===== config.mk =====
export PLATFORM = sky130hd
export DESIGN_NAME = eeprom_2w_slave
export DESIGN_NICKNAME = d
export VERILOG_FILES = /design/src/rtl/eep_pkg.sv /design/src/rtl/eep_line_sync.sv /design/src/rtl/eep_addr_ctr.sv /design/src/rtl/eeprom_2w_slave.sv
export SDC_FILE = /design/constraint.sdc
export NUM_CORES = 1
export LEC_CHECK = 0
export BUFFER_PORTS_ARGS = -buffer_cell sky130_fd_sc_hd__buf_2
export CAP_MARGIN = 40
export CORE_ASPECT_RATIO = 0.9
export CORE_MARGIN = 5
export CORE_UTILIZATION = 64
export CTS_BUF_LIST = sky130_fd_sc_hd__clkbuf_4 sky130_fd_sc_hd__clkbuf_8
export DETAILED_ROUTE_END_ITERATION = 10
export GPL_TIMING_DRIVEN = 0
export PLACE_DENSITY = 0.93
export SLEW_MARGIN = 25
export SYNTH_ARGS = -nofsm -noshare
export SYNTH_HDL_FRONTEND = slang
export SYNTH_SLANG_ARGS = --single-unit
export TNS_END_PERCENT = 100

===== constraint.sdc =====
create_clock -name clk_i -period 5.2 [get_ports clk_i]
set_clock_uncertainty 0.2 [all_clocks]
set_input_delay 0.78 -clock clk_i [delete_from_list [all_inputs] [get_ports clk_i]]
set_output_delay 0.78 -clock clk_i [all_outputs]
set_load 0.03 [all_outputs]

===== src/rtl/eep_pkg.sv =====
package eep_pkg;
  localparam int EEP_WORD_W = 8;
  localparam int EEP_ADDR_W = EEP_WORD_W + 1;
  localparam logic [3:0] EEP_DEV_CODE = 4'b1010;

  typedef enum logic [2:0] {
    ST_IDLE,
    ST_SEL,
    ST_WADDR,
    ST_WDATA,
    ST_RDATA
  } eep_state_e;
endpackage


===== src/rtl/eep_line_sync.sv =====
module eep_line_sync #(
  parameter int SYNC_STAGES = 2
) (
  input  logic clk_i,
  input  logic rst_ni,
  input  logic scl_i,
  input  logic sda_i,
  output logic scl_o,
  output logic sda_o,
  output logic scl_rise_o,
  output logic scl_fall_o,
  output logic start_o,
  output logic stop_o
);
  logic [SYNC_STAGES-1:0] scl_pipe_q, sda_pipe_q;
  logic scl_q, sda_q;

  always_ff @(posedge clk_i or negedge rst_ni) begin
    if (!rst_ni) begin
      scl_pipe_q <= '1;
      sda_pipe_q <= '1;
      scl_q      <= 1'b1;
      sda_q      <= 1'b1;
    end else begin
      scl_pipe_q <= {scl_pipe_q[SYNC_STAGES-2:0], scl_i};
      sda_pipe_q <= {sda_pipe_q[SYNC_STAGES-2:0], sda_i};
      scl_q      <= scl_o;
      sda_q      <= sda_o;
    end
  end

  assign scl_o      = scl_pipe_q[SYNC_STAGES-1];
  assign sda_o      = sda_pipe_q[SYNC_STAGES-1];
  assign scl_rise_o = scl_o & ~scl_q;
  assign scl_fall_o = ~scl_o & scl_q;
  // conditions only count with SCL high on both samples
  assign start_o    = scl_o & scl_q & sda_q & ~sda_o;
  assign stop_o     = scl_o & scl_q & ~sda_q & sda_o;
endmodule


===== src/rtl/eep_addr_ctr.sv =====
module eep_addr_ctr #(
  parameter int ADDR_W = 9,
  parameter int PAGE_W = 4
) (
  input  logic              clk_i,
  input  logic              rst_ni,
  input  logic              load_i,
  input  logic [ADDR_W-1:0] load_val_i,
  input  logic              inc_i,
  input  logic              page_wrap_i,
  output logic [ADDR_W-1:0] addr_o
);
  localparam logic [PAGE_W-1:0] LO_ONE   = PAGE_W'(1);
  localparam logic [ADDR_W-1:0] ADDR_ONE = ADDR_W'(1);

  logic [ADDR_W-1:0] addr_q;
  logic [PAGE_W-1:0] lo_next;

  assign lo_next = addr_q[PAGE_W-1:0] + LO_ONE;

  always_ff @(posedge clk_i or negedge rst_ni) begin
    if (!rst_ni) begin
      addr_q <= '0;
    end else if (load_i) begin
      addr_q <= load_val_i;
    end else if (inc_i) begin
      if (page_wrap_i) addr_q <= {addr_q[ADDR_W-1:PAGE_W], lo_next};
      else             addr_q <= addr_q + ADDR_ONE;
    end
  end

  assign addr_o = addr_q;

  p_page_hold_r5: assert property (@(posedge clk_i) disable iff (!rst_ni)
    (inc_i && page_wrap_i && !load_i) |=>
      (addr_o[ADDR_W-1:PAGE_W] == $past(addr_o[ADDR_W-1:PAGE_W])));

  p_read_wrap_r8: assert property (@(posedge clk_i) disable iff (!rst_ni)
    (inc_i && !page_wrap_i && !load_i && (addr_o == '1)) |=> (addr_o == '0));
endmodule


===== src/rtl/eeprom_2w_slave.sv =====
module eeprom_2w_slave
  import eep_pkg::*;
#(
  parameter int PAGE_W      = 4,
  parameter int SYNC_STAGES = 2
) (
  input  logic                  clk_i,
  input  logic                  rst_ni,
  input  logic                  scl_i,
  input  logic                  sda_i,
  input  logic                  a2_i,
  input  logic                  a1_i,
  input  logic                  wr_busy_i,
  input  logic [EEP_WORD_W-1:0] rd_data_i,
  output logic                  sda_oe_o,
  output logic                  wr_valid_o,
  output logic [EEP_ADDR_W-1:0] wr_addr_o,
  output logic [EEP_WORD_W-1:0] wr_data_o,
  output logic                  wr_commit_o,
  output logic [EEP_ADDR_W-1:0] rd_addr_o
);
  localparam int CNT_W = $clog2(EEP_WORD_W + 1);
  localparam logic [CNT_W-1:0] LAST_BIT = CNT_W'(EEP_WORD_W - 1);
  localparam logic [CNT_W-1:0] ACK_BIT  = CNT_W'(EEP_WORD_W);

  logic scl_s, sda_s, scl_rise, scl_fall, bus_start, bus_stop;

  eep_line_sync #(.SYNC_STAGES(SYNC_STAGES)) u_sync (
    .clk_i     (clk_i),
    .rst_ni    (rst_ni),
    .scl_i     (scl_i),
    .sda_i     (sda_i),
    .scl_o     (scl_s),
    .sda_o     (sda_s),
    .scl_rise_o(scl_rise),
    .scl_fall_o(scl_fall),
    .start_o   (bus_start),
    .stop_o    (bus_stop)
  );

  eep_state_e state_q, nxt_q;
  logic [CNT_W-1:0]      bit_cnt_q;
  logic [EEP_WORD_W-1:0] rx_q, tx_q, rx_byte;
  logic ack_q, page_bit_q, wr_any_q, oe_q;
  logic wr_valid_q, wr_commit_q;
  logic [EEP_ADDR_W-1:0] wr_addr_q, ctr_addr;
  logic [EEP_WORD_W-1:0] wr_data_q;
  logic byte_end, frame_end, sel_hit, rd_load, ctr_load, ctr_inc;

  assign rx_byte   = {rx_q[EEP_WORD_W-2:0], sda_s};
  assign byte_end  = scl_rise && (state_q != ST_IDLE) && (bit_cnt_q == LAST_BIT);
  assign frame_end = scl_rise && (state_q != ST_IDLE) && (bit_cnt_q == ACK_BIT);
  assign sel_hit   = (rx_byte[7:4] == EEP_DEV_CODE) && (rx_byte[3] == a2_i) &&
                     (rx_byte[2] == a1_i) && !wr_busy_i;

  // next byte fetched when a read select is acked or the master acks a read byte
  assign rd_load  = frame_end &&
                    ((state_q == ST_SEL && nxt_q == ST_RDATA && ack_q) ||
                     (state_q == ST_RDATA && !sda_s));
  assign ctr_load = byte_end && (state_q == ST_WADDR) && !bus_start && !bus_stop;
  assign ctr_inc  = ((byte_end && state_q == ST_WDATA) || rd_load) && !bus_start && !bus_stop;

  eep_addr_ctr #(.ADDR_W(EEP_ADDR_W), .PAGE_W(PAGE_W)) u_ctr (
    .clk_i      (clk_i),
    .rst_ni     (rst_ni),
    .load_i     (ctr_load),
    .load_val_i ({page_bit_q, rx_byte}),
    .inc_i      (ctr_inc),
    .page_wrap_i(state_q == ST_WDATA),
    .addr_o     (ctr_addr)
  );

  always_ff @(posedge clk_i or negedge rst_ni) begin
    if (!rst_ni) begin
      state_q    <= ST_IDLE;
      nxt_q      <= ST_IDLE;
      bit_cnt_q  <= '0;
      rx_q       <= '0;
      tx_q       <= '0;
      ack_q      <= 1'b0;
      page_bit_q <= 1'b0;
      wr_any_q   <= 1'b0;
      oe_q       <= 1'b0;
    end else if (bus_start) begin
      state_q   <= ST_SEL;
      bit_cnt_q <= '0;
      ack_q     <= 1'b0;
      wr_any_q  <= 1'b0;
      oe_q      <= 1'b0;
    end else if (bus_stop) begin
      state_q   <= ST_IDLE;
      bit_cnt_q <= '0;
      ack_q     <= 1'b0;
      wr_any_q  <= 1'b0;
      oe_q      <= 1'b0;
    end else if (state_q != ST_IDLE) begin
      if (scl_rise) begin
        if (bit_cnt_q == ACK_BIT) begin
          bit_cnt_q <= '0;
          if (state_q == ST_RDATA) begin
            if (sda_s) state_q <= ST_IDLE;  // master NACK
            else       tx_q    <= rd_data_i;
          end else if (ack_q) begin
            state_q <= nxt_q;
            if (nxt_q == ST_RDATA) tx_q <= rd_data_i;
          end else begin
            state_q <= ST_IDLE;
          end
        end else begin
          bit_cnt_q <= bit_cnt_q + CNT_W'(1);
          rx_q      <= rx_byte;
          if (bit_cnt_q == LAST_BIT) begin
            unique case (state_q)
              ST_SEL: begin
                ack_q      <= sel_hit;
                page_bit_q <= rx_byte[1];
                nxt_q      <= rx_byte[0] ? ST_RDATA : ST_WADDR;
              end
              ST_WADDR: begin
                ack_q <= 1'b1;
                nxt_q <= ST_WDATA;
              end
              ST_WDATA: begin
                ack_q    <= 1'b1;
                nxt_q    <= ST_WDATA;
                wr_any_q <= 1'b1;
              end
              default: ack_q <= 1'b0;
            endcase
          end
        end
      end else if (scl_fall) begin
        if (bit_cnt_q == ACK_BIT) begin
          oe_q <= (state_q != ST_RDATA) && ack_q;
        end else if (state_q == ST_RDATA) begin
          oe_q <= ~tx_q[EEP_WORD_W-1];
          tx_q <= {tx_q[EEP_WORD_W-2:0], 1'b0};
        end else begin
          oe_q <= 1'b0;
        end
      end
    end
  end

  always_ff @(posedge clk_i or negedge rst_ni) begin
    if (!rst_ni) begin
      wr_valid_q  <= 1'b0;
      wr_commit_q <= 1'b0;
      wr_addr_q   <= '0;
      wr_data_q   <= '0;
    end else begin
      wr_valid_q  <= byte_end && (state_q == ST_WDATA) && !bus_start && !bus_stop;
      wr_commit_q <= bus_stop && (state_q == ST_WDATA) && wr_any_q;
      if (byte_end && state_q == ST_WDATA) begin
        wr_addr_q <= ctr_addr;
        wr_data_q <= rx_byte;
      end
    end
  end

  assign sda_oe_o    = oe_q;
  assign wr_valid_o  = wr_valid_q;
  assign wr_addr_o   = wr_addr_q;
  assign wr_data_o   = wr_data_q;
  assign wr_commit_o = wr_commit_q;
  assign rd_addr_o   = ctr_addr;

  // data strobe seen since the last START, used by the commit check
  logic seen_wr_q;
  always_ff @(posedge clk_i or negedge rst_ni) begin
    if (!rst_ni)                      seen_wr_q <= 1'b0;
    else if (bus_start || wr_commit_o) seen_wr_q <= 1'b0;
    else if (wr_valid_o)              seen_wr_q <= 1'b1;
  end

  p_oe_scl_low_r2: assert property (@(posedge clk_i) disable iff (!rst_ni)
    (sda_oe_o != $past(sda_oe_o)) |-> !scl_s);

  p_busy_nack_r10: assert property (@(posedge clk_i) disable iff (!rst_ni)
    (byte_end && state_q == ST_SEL && wr_busy_i && !bus_start && !bus_stop) |=> !ack_q);

  p_commit_data_r6: assert property (@(posedge clk_i) disable iff (!rst_ni)
    wr_commit_o |-> seen_wr_q);

  p_idle_quiet_r9: assert property (@(posedge clk_i) disable iff (!rst_ni)
    (state_q == ST_IDLE) |-> !sda_oe_o);

  p_strobe_single_r5: assert property (@(posedge clk_i) disable iff (!rst_ni)
    wr_valid_o |=> !wr_valid_o);
endmodule


==> run summary, run 1 <==
run status -> finished, final reports clean
gr ovfl total -> 0
initial antenna violation count -> 0
wire length per cell -> 17.8 µm
Num CTS Buffers -> 9
Mapped Avg Cell Area -> 11.4 µm²
Final setup violation count -> 0
core outline area -> 4770 µm²
dpl cell area -> 3400 µm²
Post-synth EDFFs -> 0
Syn Nets -> 293
global-route wire length before repair -> 12.2 mm
CP max FO -> 10
Hold Fails Final Rpt -> 0
largest net degree at the start of global routing -> 64
multi-input logic area -> 1390 µm²
Slowest-stage cell, CP -> dfstp_2
Die ar. -> 6330 µm²
Pleak -> 0.00175 µW
fmax -> 369 MHz
DP HPWL -> 4.65 mm
min Tclk post-route -> 2.71 ns
number of global-route vias before repair -> 2433
Worst R2R Start -> u_sync.scl_pipe_q[1]$_DFF_PN1_
Worst Setup Path Type -> flip-flop to flip-flop
share of cells above drive strength 1 -> 34.9%
RSZ-0062 raised after global routing -> no
Setup Fix Bufs, Post-CTS -> 0
PD cells -> 278 nW/µm²
worst reg-to-reg setup slack -> 2.49 ns
clk root buf -> clkbuf_8
deepest clock path buffer count -> 2
Post-CTS Resized -> 0
latest clock arrival within the worst-skew pair -> 0.35 ns
Crit path required time -> 5.23 ns
Vias/cell -> 6.12
Post-DRT Antenna Nets -> 0
most common cell after layout, fill and taps aside -> dfrtp_1
CTS sink cnt -> 63
Row Count -> 24
post-route design area -> 3610 µm²
asr flop ratio synth -> 100%
DRC violations left -> 0
Worst R2R End -> wr_addr_o[3]$_DFFE_PN0N_
gp weighted congestion -> 0.857
Final period util -> 52.2%
CP Launch Point -> u_sync.scl_pipe_q[1]$_DFF_PN1_
setup_tns -> 0 ns
H-tree depth -> 3
Rel. slew slack -> 59.1%
Worst Reg-to-Reg Cells -> 6
commonest cells after routing, fill and taps aside -> 57 x dfrtp_1, 50 x buf_2, 25 x mux2_2, 19 x nand2_1, 14 x a21oi_1
CP Capture Type -> flip-flop
drt total wl -> 7.06 mm
die span in x -> 83.3 µm
fin. max-slew vios -> 0
die height -> 76.0 µm
initial core utilization -> 64.9%
Clock transition at path regs -> 0.07 ns
area delta synth->final -> 16.7%
startpoint types -> flip-flop
via count -> 2428
Crit path arrival time -> 2.74 ns
Global Route Usage Sum -> 24.1%
synthesized area -> 3100 µm²
CTS tree -> built
number of port buffers -> 43
max-cap viol count -> 0
prevailing post-synth register cell -> dfrtp_1
post-synthesis cell count -> 272
synthesis-stage register bit count -> 63
worst-path cell chain -> ha_1 > nand4b_2 > nor3_1 > nand2_2 > buf_2 > mux2_2
slew at the pin with the worst max-slew slack -> 0.610 ns
Worst Hold Class -> input pin to async pin
post-synth cell types -> 56
FILL cells -> 307
Yosys warnings -> 0
FF+latch area -> 1580 µm²
register area share after synthesis -> 51.1%
IO Count -> 44
CTS Hold Buffers Added -> 0
CP peak stage delay -> 0.57 ns
Final nets -> 348
number of antenna diodes -> 0
Starting DRT DRC Count -> 133
drt first pass iters -> 5
Max VDD drop -> 0.188 mV
==> where the power goes <==
part,internal [µW],switching (µW),total (µW)
sequential,503,11.9,515
clock,243,182,424
combinational,25.3,41.7,67.0
==> worst max path at each step <==
stage / end / slack, ns / cells past startpoint
6_report: wr_addr_o[3]$_DFFE_PN0N_ / 2.49 / 6
5_1_grt: wr_addr_o[0]$_DFFE_PN0N_ / 2.37 / 6
4_1_cts: wr_addr_o[3]$_DFFE_PN0N_ / 2.53 / 6
3_5_place_dp: u_ctr.addr_o[8]$_DFFE_PN0P_ / 2.61 / 6
3_3_place_gp: u_ctr.addr_o[7]$_DFFE_PN0P_ / 2.67 / 6
2_1_floorplan: u_ctr.addr_o[4]$_DFFE_PN0P_ / 2.96 / 6
==> state kept, by name, summed over array words and instances, names as in the netlist, 2 cells and up <==
register	count
nxt_q	3
u_ctr.addr_o	9
rx_q	7
tx_q	8
wr_data_o	8
u_sync.sda_pipe_q	2
state_q	3
wr_addr_o	9
bit_cnt_q	4
u_sync.scl_pipe_q	2
==> synthesized netlist by cell type, types with 6 or more instances <==
cell,instances,area share (%)
dfrtp_1,57,46
nor3_1,6,0.97
inv_1,11,1.3
dfstp_2,6,5.1
o21ai_0,11,1.8
nor2_1,13,1.6
mux2i_1,8,2.6
a21oi_1,14,2.3
buf_2,8,1.3
mux2_2,25,9.1
xnor2_1,6,1.7
a31oi_1,11,2.2
ha_1,6,2.4
nand2_1,19,2.3
==> cells by family after synthesis <==
kind of cell / synth area share, %
simple gates: 14.1
flops: 51.1
compound gates: 13.6
mux: 11.7
buf+inv: 4.08
xor+xnor: 3.07
fa+ha+maj: 2.42
==> per-layer routing <==
metal	vias to the layer above	global-route usage [%]	wire length (µm)
li1	1096	-	-
met1	1208	32.1	2930
met2	109	37.7	3470
met3	15	8.00	550
met4	0	7.35	105
met5	-	0	0
==> per-stage QoR <==
| step | setup slack (ns) | hold slack, ns | power, µW | instances | util [%] |
|---|---|---|---|---|---|
| finish | 2.49 | 0.133 | 1010 | 397 | 75.7 |
| CTS | 2.53 | 0.157 | 1010 | 396 | 75.3 |
| detailed placement | 2.61 | 0.148 | 586 | 380 | 71.1 |
| global route | 2.37 | 0.159 | 1050 | 397 | 75.7 |
| global placement | 2.67 | 0.146 | 582 | 380 | 71.1 |
| floorplan | 2.96 | 0.145 | 559 | 272 | - |
==> layout make-up <==
class	instances	area share [%]
Inverter	11	1.14
Clock buffer	12	4.22
Tap cell	65	2.25
Clock inverter	4	1.25
Timing Repair Buffer	44	6.58
Multi-Input combinational cell	184	38.4
Buffer	14	2.35
Sequential cell	63	43.8
==> worst max-delay path: cells and delay by family (launching register included) <==
kind | cells | cell delay [ns]
buffers and inverters | 1 | 0.28
flip-flops | 1 | 0.57
adder cells (fa/ha/maj) | 1 | 0.25
AND/OR/NAND/NOR | 3 | 1.01
multiplexers | 1 | 0.29
Power figures use the tool's default switching activity.
==> run 2: changes to the inputs <==
CORE_UTILIZATION = 59   (was 64)
PLACE_DENSITY = 0.87   (was 0.93)
clock period = 2.7 ns   (was 5.2 ns; I/O delays follow)
==> run 2 against run 1 <==
Effect of this change: global-route usage is 2.0 points lower; total power is 84% higher; via count is 2.3% lower; non-clock buffer count is 6 higher; sequential share of layout area is 0.66 points lower; routed wire length is 4.7% lower; largest power group unchanged.
==> run summary, run 2 (same netlist as run 1, synthesis figures left out) <==
Crit path arrival time -> 2.50 ns (was 2.74 ns)
gp weighted congestion -> 0.858 (was 0.857)
fmax -> 405 MHz (was 369 MHz)
total power -> 1850 µW (was 1010 µW)
core outline area -> 5160 µm² (was 4770 µm²)
DRC violations left -> 0 (unchanged)
global-route wire length before repair -> 11.7 mm (was 12.2 mm)
hold path startpoint -> wr_busy_i
Hold Fails Final Rpt -> 0 (unchanged)
Max VDD drop -> 0.471 mV (was 0.188 mV)
Vias/cell -> 5.86 (was 6.12)
Slowest-stage cell, CP -> dfstp_2 (unchanged)
Hold Slack -> 0.151 ns (was 0.133 ns)
die height -> 78.7 µm (was 76.0 µm)
area delta synth->final -> 18.5% (was 16.7%)
initial antenna violation count -> 0 (unchanged)
number of port buffers -> 43 (unchanged)
Final period util -> 91.4% (was 52.2%)
run status -> finished, final reports clean (unchanged)
clk root buf -> clkbuf_8 (unchanged)
wire length per cell -> 16.6 µm (was 17.8 µm)
RSZ-0062 raised after global routing -> no (unchanged)
number of global-route vias before repair -> 2427 (was 2433)
Post-DRT Antenna Nets -> 0 (unchanged)
Rel. slew slack -> 60.6% (was 59.1%)
Num CTS Buffers -> 9 (unchanged)
H-tree depth -> 3 (unchanged)
commonest cells after routing, fill and taps aside -> 57 x dfrtp_1, 50 x buf_2, 25 x mux2_2, 19 x nand2_1, 14 x a21oi_1 (unchanged)
setup_tns -> 0 ns (unchanged)
CP Capture Type -> flip-flop (unchanged)
drt total wl -> 6.73 mm (was 7.06 mm)
largest net degree at the start of global routing -> 64 (unchanged)
max-cap viol count -> 0 (unchanged)
PD cells -> 505 nW/µm² (was 278 nW/µm²)
Final setup violation count -> 0 (unchanged)
CP Launch Point -> u_sync.sda_pipe_q[1]$_DFF_PN1_ (was u_sync.scl_pipe_q[1]$_DFF_PN1_)
latest clock arrival within the worst-skew pair -> 0.35 ns (about the same)
CP max FO -> 10 (unchanged)
initial core utilization -> 60.0% (was 64.9%)
startpoint types -> flip-flop (unchanged)
Die ar. -> 6800 µm² (was 6330 µm²)
Worst R2R Start -> u_sync.sda_pipe_q[1]$_DFF_PN1_ (was u_sync.scl_pipe_q[1]$_DFF_PN1_)
die span in x -> 86.4 µm (was 83.3 µm)
Worst Hold Class -> input pin to flip-flop (was input pin to async pin)
fin. max-slew vios -> 0 (unchanged)
Starting DRT DRC Count -> 122 (was 133)
Pleak -> 0.00176 µW (was 0.00175 µW)
Worst Setup Path Type -> flip-flop to flip-flop (unchanged)
most common cell after layout, fill and taps aside -> dfrtp_1 (unchanged)
IO Count -> 44 (unchanged)
Final nets -> 354 (was 348)
gr ovfl total -> 0 (unchanged)
Row Count -> 25 (was 24)
slew at the pin with the worst max-slew slack -> 0.587 ns (was 0.610 ns)
worst-path cell chain -> buf_2 > xor2_2 > and2_1 > buf_6 > nor4_1 > mux2_2 (was ha_1 > nand4b_2 > nor3_1 > nand2_2 > buf_2 > mux2_2)
share of cells above drive strength 1 -> 35.5% (was 34.9%)
Clock transition at path regs -> 0.07 ns (about the same)
Crit path required time -> 2.73 ns (was 5.23 ns)
CTS sink cnt -> 63 (unchanged)
CTS tree -> built (unchanged)
deepest clock path buffer count -> 2 (unchanged)
DP HPWL -> 4.64 mm (was 4.65 mm)
FILL cells -> 377 (was 307)
via count -> 2373 (was 2428)
CP peak stage delay -> 0.53 ns (was 0.57 ns)
number of antenna diodes -> 0 (unchanged)
min Tclk post-route -> 2.47 ns (was 2.71 ns)
Global Route Usage Sum -> 22.1% (was 24.1%)
drt first pass iters -> 4 (was 5)
==> run 2: repair_timing <==
action	CTS	global route
buffers inserted	0	3
gates resized for setup	0	2
setup endpoints to repair	0	13
hold buffers	3	0
hold endpoints to repair	59	0
==> run 2: through the flow <==
stage | cell area [µm²] | utilization, % | worst slack (ns) | std cells
after CTS | 3610 | 69.9 | 0.0905 | 401
after global routing | 3670 | 71.1 | 0.0885 | 405
after detailed placement | 3400 | 65.9 | 0.125 | 382
after global placement | 3400 | 65.8 | 0.158 | 382
after floorplan | 3100 | - | 0.459 | 272
final | 3670 | 71.1 | 0.232 | 405
==> run 2: final timing paths <==
path / depth (start not counted) / slack (ns) / end
max: 6 / 0.23 / page_bit_q$_DFFE_PN0P_
max reg2reg: 6 / 0.23 / page_bit_q$_DFFE_PN0P_
min reg2reg: 0 / 0.15 / u_sync.scl_pipe_q[1]$_DFF_PN1_
min: 4 / 0.15 / ack_q$_DFFE_PN0P_
min in group asynchronous: 2 / 0.21 / bit_cnt_q[1]$_DFFE_PN0P_
max in group asynchronous: 3 / 1.55 / u_sync.sda_pipe_q[0]$_DFF_PN1_
==> run 2: power by group <==
group | internal, µW | total, µW | switching [µW]
sequential | 968 | 990 | 22.5
combinational | 52.9 | 131 | 78.4
clock | 366 | 730 | 365
==> run 2: cell type report <==
class	instances	area (µm²)	area share, %
tap	67	83.8	2.28
inverter	11	41.3	1.13
multi-input combinational	184	1400	38.1
timing repair buffer	50	298	8.11
sequential	63	1580	43.2
clock inverter	5	33.8	0.921
buffer	14	85.1	2.32
clock buffer	11	145	3.95
==> run 2: worst max-delay path: cells and delay by family (launching register included) <==
kind | cells | cell delay [ns]
xor+xnor | 1 | 0.15
buf+inv | 2 | 0.37
flops | 1 | 0.53
mux | 1 | 0.39
simple gates | 2 | 0.72
==> run 2: per-layer routing <==
layer | up-vias | track usage, % | wire [µm] | part of all wire [%]
met1 | 1190 | 29.7 | 3000 | 45
met2 | 60 | 34.2 | 3290 | 49
met3 | 11 | 6.74 | 336 | 5.0
met5 | - | 0 | 0 | 0
li1 | 1112 | - | - | -
met4 | 0 | 7.63 | 105 | 1.6
==> run 3: changes to the inputs <==
CORE_UTILIZATION = 56   (was 59)
PLACE_DENSITY = 0.83   (was 0.87)
clock period = 2.9 ns   (was 2.7 ns; I/O delays follow)
==> run 3 against run 2 <==
Effect of this change: clock power is 18% higher; critical path depth is the same; die area grew 4.7%; sequential share of layout area decreased by 0.074 points; total power grew 2.7%; combinational power fell by 8%; clock-buffer cell count stayed put; flip-flop and latch count unchanged; fmax down 5.9%; critical path type unchanged; critical endpoint is now u_ctr.addr_o[5]$_DFFE_PN0P_; largest power group unchanged; highest routed layer unchanged.
==> run summary, run 3 (same netlist as run 1, synthesis figures left out) <==
via count -> 2319 (was 2373)
fmax -> 381 MHz (was 405 MHz)
number of global-route vias before repair -> 2351 (was 2427)
clk root buf -> clkbuf_8 (unchanged)
global-route wire length before repair -> 11.3 mm (was 11.7 mm)
Global Route Usage Sum -> 20.9% (was 22.1%)
gp weighted congestion -> 0.848 (was 0.858)
slew at the pin with the worst max-slew slack -> 0.639 ns (was 0.587 ns)
initial antenna violation count -> 0 (unchanged)
drt first pass iters -> 4 (unchanged)
DRC violations left -> 0 (unchanged)
core outline area -> 5320 µm² (was 5160 µm²)
Max VDD drop -> 0.341 mV (was 0.471 mV)
RSZ-0062 raised after global routing -> no (unchanged)
Clock transition at path regs -> 0.07 ns (about the same)
commonest cells after routing, fill and taps aside -> 57 x dfrtp_1, 50 x buf_2, 25 x mux2_2, 19 x nand2_1, 14 x a21oi_1 (unchanged)
Num CTS Buffers -> 9 (unchanged)
Hold Fails Final Rpt -> 0 (unchanged)
latest clock arrival within the worst-skew pair -> 0.34 ns (was 0.35 ns)
share of cells above drive strength 1 -> 34.6% (was 35.5%)
Vias/cell -> 5.77 (was 5.86)
Die ar. -> 7120 µm² (was 6800 µm²)
Pleak -> 0.00177 µW (was 0.00176 µW)
CP max FO -> 10 (unchanged)
Final nets -> 351 (was 354)
startpoint types -> flip-flop (unchanged)
setup_tns -> 0 ns (unchanged)
number of port buffers -> 43 (unchanged)
fin util -> 69.1% (was 71.1%)
CP Capture Type -> flip-flop (unchanged)
DP HPWL -> 4.59 mm (was 4.64 mm)
deepest clock path buffer count -> 2 (unchanged)
die height -> 80.6 µm (was 78.7 µm)
number of antenna diodes -> 0 (unchanged)
area delta synth->final -> 18.7% (was 18.5%)
initial core utilization -> 58.3% (was 60.0%)
total power -> 1900 µW (was 1850 µW)
Crit path arrival time -> 2.63 ns (was 2.50 ns)
gr ovfl total -> 0 (unchanged)
largest net degree at the start of global routing -> 64 (unchanged)
Final setup violation count -> 0 (unchanged)
most common cell after layout, fill and taps aside -> dfrtp_1 (unchanged)
PD cells -> 518 nW/µm² (was 505 nW/µm²)
max-cap viol count -> 0 (unchanged)
fin. max-slew vios -> 0 (unchanged)
IO Count -> 44 (unchanged)
Crit path required time -> 2.91 ns (was 2.73 ns)
drt total wl -> 6.59 mm (was 6.73 mm)
run status -> finished, final reports clean (unchanged)
Starting DRT DRC Count -> 108 (was 122)
worst-path cell chain -> ha_1 > nand4b_2 > a2111oi_4 > nor2b_1 > buf_2 > o21ai_0 (was buf_2 > xor2_2 > and2_1 > buf_6 > nor4_1 > mux2_2)
FILL cells -> 400 (was 377)
Worst Hold Class -> flip-flop to flip-flop (was input pin to flip-flop)
CTS sink cnt -> 63 (unchanged)
Final period util -> 90.4% (was 91.4%)
wire length per cell -> 16.4 µm (was 16.6 µm)
Slowest-stage cell, CP -> a2111oi_4 (was dfstp_2)
Rel. slew slack -> 57.2% (was 60.6%)
min Tclk post-route -> 2.62 ns (was 2.47 ns)
Row Count -> 25 (unchanged)
CP peak stage delay -> 0.64 ns (was 0.53 ns)
H-tree depth -> 3 (unchanged)
Worst Setup Path Type -> flip-flop to flip-flop (unchanged)
die span in x -> 88.4 µm (was 86.4 µm)
CTS tree -> built (unchanged)
Post-DRT Antenna Nets -> 0 (unchanged)
run 3: worst max-delay path: cells and delay by family, from the launching register on:
family,cells,cell delay (ns)
fa+ha+maj,1,0.25
compound gates,2,0.77
flops,1,0.58
simple gates,2,0.47
buf+inv,1,0.22
run 3: layer usage:
layer | global-route usage (%) | vias to the layer above | wire length (µm)
li1 | - | 1109 | -
met1 | 27.9 | 1135 | 3020
met2 | 32.5 | 69 | 3160
met3 | 6.56 | 6 | 350
met4 | 5.89 | 0 | 53
met5 | 0 | - | 0
run 3: final timing paths:
| check | endpoint | cells after the start | startpoint | slack (ns) |
|---|---|---|---|---|
| max | u_ctr.addr_o[5]$_DFFE_PN0P_ | 6 | u_sync.scl_pipe_q[1]$_DFF_PN1_ | 0.28 |
| min | u_sync.sda_pipe_q[1]$_DFF_PN1_ | 0 | u_sync.sda_pipe_q[0]$_DFF_PN1_ | 0.16 |
| max reg2reg | u_ctr.addr_o[5]$_DFFE_PN0P_ | 6 | u_sync.scl_pipe_q[1]$_DFF_PN1_ | 0.28 |
| min reg2reg | u_sync.sda_pipe_q[1]$_DFF_PN1_ | 0 | u_sync.sda_pipe_q[0]$_DFF_PN1_ | 0.16 |
| max in group asynchronous | u_sync.scl_pipe_q[1]$_DFF_PN1_ | 3 | rst_ni | 1.60 |
| min in group asynchronous | u_ctr.addr_o[7]$_DFFE_PN0P_ | 2 | rst_ni | 0.33 |
run 3: final cells by class:
class / count / area [µm²] / share of cell area (%)
Timing Repair Buffer: 47 / 268 / 7.28
Sequential cell: 63 / 1580 / 43.1
Multi-Input combinational cell: 184 / 1390 / 37.7
Buffer: 14 / 85.1 / 2.31
Clock inverter: 5 / 81.3 / 2.21
Clock buffer: 11 / 145 / 3.95
Inverter: 11 / 41.3 / 1.12
Tap cell: 67 / 83.8 / 2.28
run 3: per-stage QoR:
stage / setup slack (ns) / hold WS [ns] / cells / instance area (µm²)
final: 0.278 / 0.155 / 402 / 3680
after floorplan: 0.659 / -0.0606 / 272 / 3100
after detailed placement: 0.316 / 0.147 / 382 / 3400
after global placement: 0.356 / 0.146 / 382 / 3400
after global routing: 0.139 / 0.160 / 402 / 3680
after CTS: 0.297 / 0.137 / 401 / 3660
run 3: repair_timing:
action	in CTS	in global routing
hold endpoints to repair	33	0
setup buffers	0	0
resized for setup	0	0
hold buffers	3	0
run 3: where the power goes:
group,total (µW),switching (µW),internal (µW)
combinational,121,72.6,48.2
clock,859,342,517
sequential,923,21.7,901
